File: src/rtl/lnk_sym_pkg.sv
`timescale 1ns/1ps
package lnk_sym_pkg;

   localparam int KIND_W = 3;

   typedef enum logic [KIND_W-1:0] {
      K_ACCEPT = 3'd0,
      K_RETRY  = 3'd1,
      K_REFUSE = 3'd2,
      K_IDLE   = 3'd4,
      K_LREQ   = 3'd5,
      K_LRSP   = 3'd6
   } sym_kind_e;

   // True for the six defined type codes; codes 3 and 7 are reserved.
   function automatic logic kind_is_legal(input logic [KIND_W-1:0] k);
      logic ok;
      case (k)
         K_ACCEPT, K_RETRY, K_REFUSE, K_IDLE, K_LREQ, K_LRSP: ok = 1'b1;
         default: ok = 1'b0;
      endcase
      return ok;
   endfunction

endpackage

File: src/rtl/lnk_sym_frame.sv
`timescale 1ns/1ps
module lnk_sym_frame (
   input  logic clk,
   input  logic rst_n,
   input  logic in_vld,
   input  logic in_frame,
   output logic frame_q,
   output logic is_start
);

   always_ff @(posedge clk or negedge rst_n) begin
      if (!rst_n)      frame_q <= 1'b0;
      else if (in_vld) frame_q <= in_frame;
   end

   // A level change on the framing bit marks the first word of a unit.
   assign is_start = in_vld & (in_frame ^ frame_q);

   // level held while no word is offered
   p_frame_hold_r7: assert property (@(posedge clk) disable iff (!rst_n)
      !in_vld |=> $stable(frame_q));

   // level follows every accepted word
   p_frame_follow_r7: assert property (@(posedge clk) disable iff (!rst_n)
      in_vld |=> (frame_q == $past(in_frame)));

endmodule

File: src/rtl/lnk_sym_fields.sv
`timescale 1ns/1ps
module lnk_sym_fields #(
   parameter int SYM_W = 16,
   parameter int ACK_W = 3,
   parameter int RSV_W = 3,
   parameter int BUF_W = 5
) (
   input  logic [SYM_W-1:0]                 content,
   output logic                             s_bit,
   output logic [lnk_sym_pkg::KIND_W-1:0]   kind,
   output logic [ACK_W-1:0]                 ackid,
   output logic [BUF_W-1:0]                 bufst,
   output logic [SYM_W-1:0]                 rsvd_bits
);
   import lnk_sym_pkg::*;

   localparam int KIND_LSB = SYM_W - 1 - KIND_W;
   localparam int ACK_LSB  = KIND_LSB - ACK_W;
   localparam int BUF_LSB  = ACK_LSB - RSV_W - BUF_W;

   function automatic logic [SYM_W-1:0] used_mask();
      logic [SYM_W-1:0] m;
      for (int i = 0; i < SYM_W; i++)
         m[i] = (i >= ACK_LSB) || ((i >= BUF_LSB) && (i < BUF_LSB + BUF_W));
      return m;
   endfunction

   localparam logic [SYM_W-1:0] USED = used_mask();

   assign s_bit     = content[SYM_W-1];
   assign kind      = content[KIND_LSB +: KIND_W];
   assign ackid     = content[ACK_LSB +: ACK_W];
   assign bufst     = content[BUF_LSB +: BUF_W];
   assign rsvd_bits = content & ~USED;

endmodule

File: src/rtl/lnk_sym_check.sv
`timescale 1ns/1ps
module lnk_sym_check #(
   parameter int SYM_W      = 16,
   parameter bit CHECK_RSVD = 1'b0
) (
   input  logic [SYM_W-1:0]               hi,
   input  logic [SYM_W-1:0]               lo,
   input  logic [lnk_sym_pkg::KIND_W-1:0] kind,
   input  logic [SYM_W-1:0]               rsvd_bits,
   output logic                           halves_ok,
   output logic                           kind_ok,
   output logic                           rsvd_ok
);
   import lnk_sym_pkg::*;

   // Every bit pair must differ for the repeated-inverted copy to be intact.
   assign halves_ok = &(hi ^ lo);
   assign kind_ok   = kind_is_legal(kind);

   generate
      if (CHECK_RSVD) begin : g_rsvd_strict
         assign rsvd_ok = ~|rsvd_bits;
      end else begin : g_rsvd_lax
         logic unused_rsvd;
         assign unused_rsvd = |rsvd_bits;
         assign rsvd_ok     = 1'b1;
      end
   endgenerate

endmodule

File: src/rtl/lnk_sym_decoder.sv
`timescale 1ns/1ps
module lnk_sym_decoder #(
   parameter int SYM_W      = 16,
   parameter int ACK_W      = 3,
   parameter int RSV_W      = 3,
   parameter int BUF_W      = 5,
   parameter bit CHECK_RSVD = 1'b0,
   localparam int WORD_W    = 2 * SYM_W
) (
   input  logic                           clk,
   input  logic                           rst_n,
   input  logic                           in_vld,
   input  logic [WORD_W-1:0]              in_word,
   input  logic                           in_frame,
   output logic                           sym_vld,
   output logic [lnk_sym_pkg::KIND_W-1:0] sym_type,
   output logic [ACK_W-1:0]               sym_ackid,
   output logic [BUF_W-1:0]               sym_bufst,
   output logic                           pkt_start,
   output logic                           err_pulse
);
   import lnk_sym_pkg::*;

   localparam int KIND_LSB_W = WORD_W - 1 - KIND_W;
   localparam int ACK_LSB_W  = KIND_LSB_W - ACK_W;
   localparam int BUF_LSB_W  = ACK_LSB_W - RSV_W - BUF_W;

   generate
      if (SYM_W < 2 + KIND_W + ACK_W + RSV_W + BUF_W) begin : g_bad_width
         $error("lnk_sym_decoder: SYM_W too small for the configured fields");
      end
   endgenerate

   logic [SYM_W-1:0]  hi, lo, rsvd_bits;
   logic              frame_q, is_start, s_bit;
   logic [KIND_W-1:0] kind;
   logic [ACK_W-1:0]  ackid;
   logic [BUF_W-1:0]  bufst;
   logic              halves_ok, kind_ok, rsvd_ok, sym_good;

   assign hi = in_word[WORD_W-1:SYM_W];
   assign lo = in_word[SYM_W-1:0];

   lnk_sym_frame u_frame (
      .clk      (clk),
      .rst_n    (rst_n),
      .in_vld   (in_vld),
      .in_frame (in_frame),
      .frame_q  (frame_q),
      .is_start (is_start)
   );

   lnk_sym_fields #(
      .SYM_W (SYM_W), .ACK_W (ACK_W), .RSV_W (RSV_W), .BUF_W (BUF_W)
   ) u_fields (
      .content   (hi),
      .s_bit     (s_bit),
      .kind      (kind),
      .ackid     (ackid),
      .bufst     (bufst),
      .rsvd_bits (rsvd_bits)
   );

   lnk_sym_check #(
      .SYM_W (SYM_W), .CHECK_RSVD (CHECK_RSVD)
   ) u_check (
      .hi        (hi),
      .lo        (lo),
      .kind      (kind),
      .rsvd_bits (rsvd_bits),
      .halves_ok (halves_ok),
      .kind_ok   (kind_ok),
      .rsvd_ok   (rsvd_ok)
   );

   assign sym_good = halves_ok & kind_ok & rsvd_ok;

   always_ff @(posedge clk or negedge rst_n) begin
      if (!rst_n) begin
         sym_vld   <= 1'b0;
         pkt_start <= 1'b0;
         err_pulse <= 1'b0;
         sym_type  <= '0;
         sym_ackid <= '0;
         sym_bufst <= '0;
      end else begin
         sym_vld   <= is_start & s_bit & sym_good;
         err_pulse <= is_start & s_bit & ~sym_good;
         pkt_start <= is_start & ~s_bit;
         if (is_start & s_bit & sym_good) begin
            sym_type  <= kind;
            sym_ackid <= ackid;
            sym_bufst <= bufst;
         end
      end
   end

   // results are mutually exclusive
   p_one_result_r10: assert property (@(posedge clk) disable iff (!rst_n)
      $onehot0({sym_vld, pkt_start, err_pulse}));

   // continuation or idle cycles stay silent
   p_quiet_cont_r4: assert property (@(posedge clk) disable iff (!rst_n)
      !(in_vld && (in_frame != frame_q)) |=> !(sym_vld || pkt_start || err_pulse));

   // packet start follows a start word with the top bit clear
   p_pkt_open_r3: assert property (@(posedge clk) disable iff (!rst_n)
      (in_vld && (in_frame != frame_q) && !in_word[WORD_W-1]) |=> pkt_start);

   // halves that fail to complement give an error
   p_mismatch_r5: assert property (@(posedge clk) disable iff (!rst_n)
      (in_vld && (in_frame != frame_q) && in_word[WORD_W-1] &&
       (in_word[WORD_W-1:SYM_W] != ~in_word[SYM_W-1:0])) |=> (err_pulse && !sym_vld));

   // reserved type code gives an error
   p_rsvd_kind_r6: assert property (@(posedge clk) disable iff (!rst_n)
      (in_vld && (in_frame != frame_q) && in_word[WORD_W-1] &&
       (in_word[KIND_LSB_W +: 2] == 2'b11)) |=> err_pulse);

   // issued fields come from the word of the previous cycle
   p_fields_r2: assert property (@(posedge clk) disable iff (!rst_n)
      sym_vld |-> ((sym_type  == $past(in_word[KIND_LSB_W +: KIND_W])) &&
                   (sym_ackid == $past(in_word[ACK_LSB_W +: ACK_W])) &&
                   (sym_bufst == $past(in_word[BUF_LSB_W +: BUF_W]))));

endmodule

File: config.mk
export PLATFORM = sky130hd
export DESIGN_NAME = lnk_sym_decoder
export DESIGN_NICKNAME = d
export VERILOG_FILES = /design/src/rtl/lnk_sym_pkg.sv /design/src/rtl/lnk_sym_frame.sv /design/src/rtl/lnk_sym_fields.sv /design/src/rtl/lnk_sym_check.sv /design/src/rtl/lnk_sym_decoder.sv
export SDC_FILE = /design/constraint.sdc
export NUM_CORES = 1
export LEC_CHECK = 0
export BUFFER_PORTS_ARGS = -buffer_cell sky130_fd_sc_hd__buf_4
export CAP_MARGIN = 20
export CORE_MARGIN = 2
export CORE_UTILIZATION = 36
export DETAILED_ROUTE_END_ITERATION = 16
export PLACE_DENSITY_LB_ADDON = 0.12
export SLEW_MARGIN = 10
export SYNTH_ARGS = -nofsm -noshare
export SYNTH_HDL_FRONTEND = slang
export SYNTH_SLANG_ARGS = --single-unit
File: constraint.sdc
create_clock -name clk -period 1.8 [get_ports clk]
set_input_delay 0.18 -clock clk [delete_from_list [all_inputs] [get_ports clk]]
set_output_delay 0.18 -clock clk [all_outputs]
set_load 0.03 [all_outputs]
==> results.json <==
{
  "period_utilisation_layout_pct": 118.7,
  "flip_flop_and_latch_count_after_synthesis": 15,
  "place_hpwl_um": 1542,
  "worst_ep_required_time_ns": 1.96,
  "dpl.cell_count": 149,
  "antenna_cells_inserted": 0,
  "synth.yosys.seq_area_share_pct": 48.94,
  "hold_viol": 0,
  "largest_net_degree_at_the_start_of_global_routing": 16,
  "layout-drive-gt1-share_pct": 61.72,
  "critical_path.startpoint_type": "input port",
  "floorplan.die.height_um": 50.16,
  "failed_checks": "setup timing",
  "setup_violations": 11,
  "areaGrowthSynthToFinish_pct": 77.16,
  "power.ir.vdd_worst_uv": 369.9,
  "drt-wirelength-per-cell_um": 13.04,
  "initial_utilization_pct": 38.70,
  "grt_first_pass_wirelength_um": 3394,
  "final_antenna_net_count": 0,
  "finClkSkew_ns": 0.003462,
  "buffers_on_ports": 49,
  "timing.critical_path.slowest_stage_cell": "sky130_fd_sc_hd__a222oi_1",
  "fmax_mhz": 467.8,
  "gpl.final_weighted_congestion": 0.6722,
  "cp_num_buf_inv": 2,
  "hold_start": "in_word[31]",
  "timing_max_transition_violations_final": 0,
  "syn-instance-count": 62,
  "first_global_vias": 792,
  "crit_arrival_ns": 2.30,
  "cts_inserted_buffers": 3,
  "cap_violations": 0,
  "rsz0062_at_grt": "true",
  "power.density_nw_per_um2": 514.5,
  "tightest_slew_ns": 0.4043,
  "total_leakage_power_uw": 0.0006896,
  "drc": 0,
  "fp-row-count": 16,
  "finish.net_count": 165,
  "global_route.overflow_total": 0,
  "clock_insertion_delay_worst_skew_ns": 0.27,
  "clock_tree_root": "sky130_fd_sc_hd__clkbuf_4",
  "drt-total-wl_um": 2021,
  "globalRouteTotalUtil_pct": 17.95,
  "floorplan.die_area_um2": 2516,
  "synth_fp_nets": 98,
  "setup_tns_ns": -3.528,
  "run_status": "complete, but fails checks",
  "worst_path_most_repeated_cell": "sky130_fd_sc_hd__buf_6",
  "cts-htree-levels": 1,
  "endpoint_kind": "flip-flop",
  "detail_route.iter0.violations": 3,
  "timing.critical_path.from": "in_word[17]",
  "viasPerCell": 4.561,
  "regToRegStartpoint": "u_frame.frame_q$_DFFE_PN0P_",
  "fin_ws_ns": -0.3375,
  "syn-cell-area_um2": 767.0,
  "core_area_um2": 1982,
  "top_level_ports": 50,
  "dr.pass1.iters": 4,
  "path_delay_family": "simple AND/OR/NAND/NOR gates",
  "cts.reportedPaths.clkPinSlew_ns": 0.09,
  "setup.worst_path.class": "in -> reg",
  "post-route-min-period_ns": 2.137,
  "critical-path-max-stage-delay_ns": 0.43,
  "detailroute.via_count": 707,
  "antenna_found_initial": 0,
  "syn-mean-instance-area_um2": 12.37,
  "timing.hold.worst.class": "in -> reg",
  "maxSlewHeadroom_pct": 72.35,
  "crit_path_max_fanout": 4,
  "final-instance-count-excl-fill": 155,
  "ys.warnings.count": 0,
  "ordered_list_of_cells_on_the_worst_path": "buf_6 -> a222oi_1 -> or3b_1 -> or4_4 -> and4b_2 -> buf_6 -> mux2_4",
  "tritoncts": "built",
  "distinct_cell_type_count_after_synthesis": 19,
  "clkSinkCount": 15,
  "cts_buffer_depth": 2,
  "die-width_um": 50.16
}
[metal layers]
layer / GRT usage [%] / vias up / part of all wire (%)
met2: 31.36 / 32 / 51
li1: - / 354 / -
met1: 21.11 / 317 / 39
met3: 4.167 / 4 / 8.1
met5: 0 / - / 0
met4: 6.944 / 0 / 1.5
[synth_stat cells]
cell / number / area share, %
sky130_fd_sc_hd__o22ai_1: 1 / 0.82
sky130_fd_sc_hd__buf_6: 1 / 1.5
sky130_fd_sc_hd__nor4_1: 2 / 1.6
sky130_fd_sc_hd__and4b_2: 1 / 1.5
sky130_fd_sc_hd__xor2_1: 6 / 6.9
sky130_fd_sc_hd__or4_1: 1 / 0.98
sky130_fd_sc_hd__xnor2_1: 8 / 9.1
sky130_fd_sc_hd__nor4b_1: 1 / 1.1
sky130_fd_sc_hd__inv_1: 1 / 0.49
sky130_fd_sc_hd__dfrtp_1: 15 / 49
sky130_fd_sc_hd__nand3_1: 2 / 1.3
sky130_fd_sc_hd__mux2_2: 12 / 18
sky130_fd_sc_hd__nand4_1: 1 / 0.82
sky130_fd_sc_hd__nand2b_1: 1 / 0.82
sky130_fd_sc_hd__nor2_1: 4 / 2.0
sky130_fd_sc_hd__a222oi_1: 1 / 1.3
sky130_fd_sc_hd__or3b_1: 1 / 1.1
sky130_fd_sc_hd__nand2_1: 2 / 0.98
sky130_fd_sc_hd__a2111oi_0: 1 / 1.1
[through the flow]
stage / total power [µW] / instance area, µm² / hold WS (ns) / util (%) / setup WS, ns
after global routing: 744.5 / 1359 / 0.05788 / 68.56 / -0.3812
after global placement: 506.6 / 1247 / 0.04545 / 62.94 / -0.5918
final: 699.2 / 1359 / 0.06538 / 68.56 / -0.3375
after floorplan: 400.3 / 767.0 / -0.1156 / - / -0.3612
after CTS: 705.8 / 1336 / 0.05902 / 67.42 / -0.3151
after detailed placement: 509.6 / 1247 / 0.04643 / 62.94 / -0.6059
[final cells by class]
class / count / area, µm²
Tap cell: 27 / 33.78
Inverter: 1 / 3.754
Sequential cell: 15 / 375.4
Timing Repair Buffer: 63 / 498.0
Clock buffer: 4 / 26.28
Fill cell: 159 / 623.1
Multi-Input combinational cell: 45 / 421.7
[timing repair]
action                                  CTS  global route
hold buffers                              1             0
setup buffers                             1             0
hold endpoints to repair                 15             0
gates resized for setup                  12             6
pin swaps                                 0             1
endpoints found under the setup margin   11            11
[worst paths after layout]
| path | end | slack [ns] | cells past startpoint |
|---|---|---|---|
| setup / recovery | sym_ackid[0]$_DFFE_PN0P_ | -0.34 | 7 |
| hold reg to reg | sym_type[0]$_DFFE_PN0P_ | 0.52 | 1 |
| hold / removal | pkt_start$_DFF_PN0_ | 0.07 | 2 |
| setup reg to reg | sym_ackid[0]$_DFFE_PN0P_ | -0.08 | 6 |
| min in group asynchronous | sym_bufst[4]$_DFFE_PN0P_ | 0.30 | 2 |
| max in group asynchronous | sym_bufst[0]$_DFFE_PN0P_ | 1.32 | 2 |
[sequential cells by signal, indices dropped and copies added, names as in the netlist]
signal           flops
u_frame.frame_q      1
sym_bufst            5
sym_ackid            3
err_pulse            1
pkt_start            1
sym_type             3
sym_vld              1
[cell usage in the layout, fill, tap and decap left out]
cell type / netlist / final
sky130_fd_sc_hd__or4_4: 0 / 1
sky130_fd_sc_hd__nand2_1: 2 / 2
sky130_fd_sc_hd__nand4_1: 1 / 1
sky130_fd_sc_hd__clkbuf_4: 0 / 3
sky130_fd_sc_hd__dfrtp_1: 15 / 15
sky130_fd_sc_hd__nor2_1: 4 / 4
sky130_fd_sc_hd__buf_6: 1 / 6
sky130_fd_sc_hd__dlygate4sd3_1: 0 / 1
sky130_fd_sc_hd__nor4_1: 2 / 2
sky130_fd_sc_hd__clkbuf_1: 0 / 1
sky130_fd_sc_hd__o22ai_1: 1 / 1
sky130_fd_sc_hd__mux2_4: 0 / 11
sky130_fd_sc_hd__and4b_2: 1 / 1
sky130_fd_sc_hd__buf_4: 0 / 56
sky130_fd_sc_hd__nand3_1: 2 / 2
sky130_fd_sc_hd__or3b_1: 1 / 1
sky130_fd_sc_hd__nand2b_1: 1 / 1
sky130_fd_sc_hd__mux2_2: 12 / 1
sky130_fd_sc_hd__xor2_1: 6 / 6
sky130_fd_sc_hd__a2111oi_0: 1 / 1
sky130_fd_sc_hd__a222oi_1: 1 / 1
sky130_fd_sc_hd__inv_1: 1 / 1
sky130_fd_sc_hd__nor4b_1: 1 / 1
sky130_fd_sc_hd__xnor2_1: 8 / 8
[kinds of logic (layout without fill, tap and decap cells)]
logic type,count (synthesis),after routing,synth area share (%)
AND/OR/NAND/NOR,16,16,12.24
multiplexers,12,12,17.62
flip-flops,15,15,48.94
buffers and inverters,2,68,1.957
AO/OA/AOI/OAI,3,3,3.263
XOR/XNOR,14,14,15.99
[power by group]
part	internal (µW)	total, µW	leakage (µW)	switching [µW]
logic	102	165	0.000468	63.5
clock network	85.7	189	0.0000150	104
registers	342	344	0.000206	2.51
(Power assumes the default switching activity.)
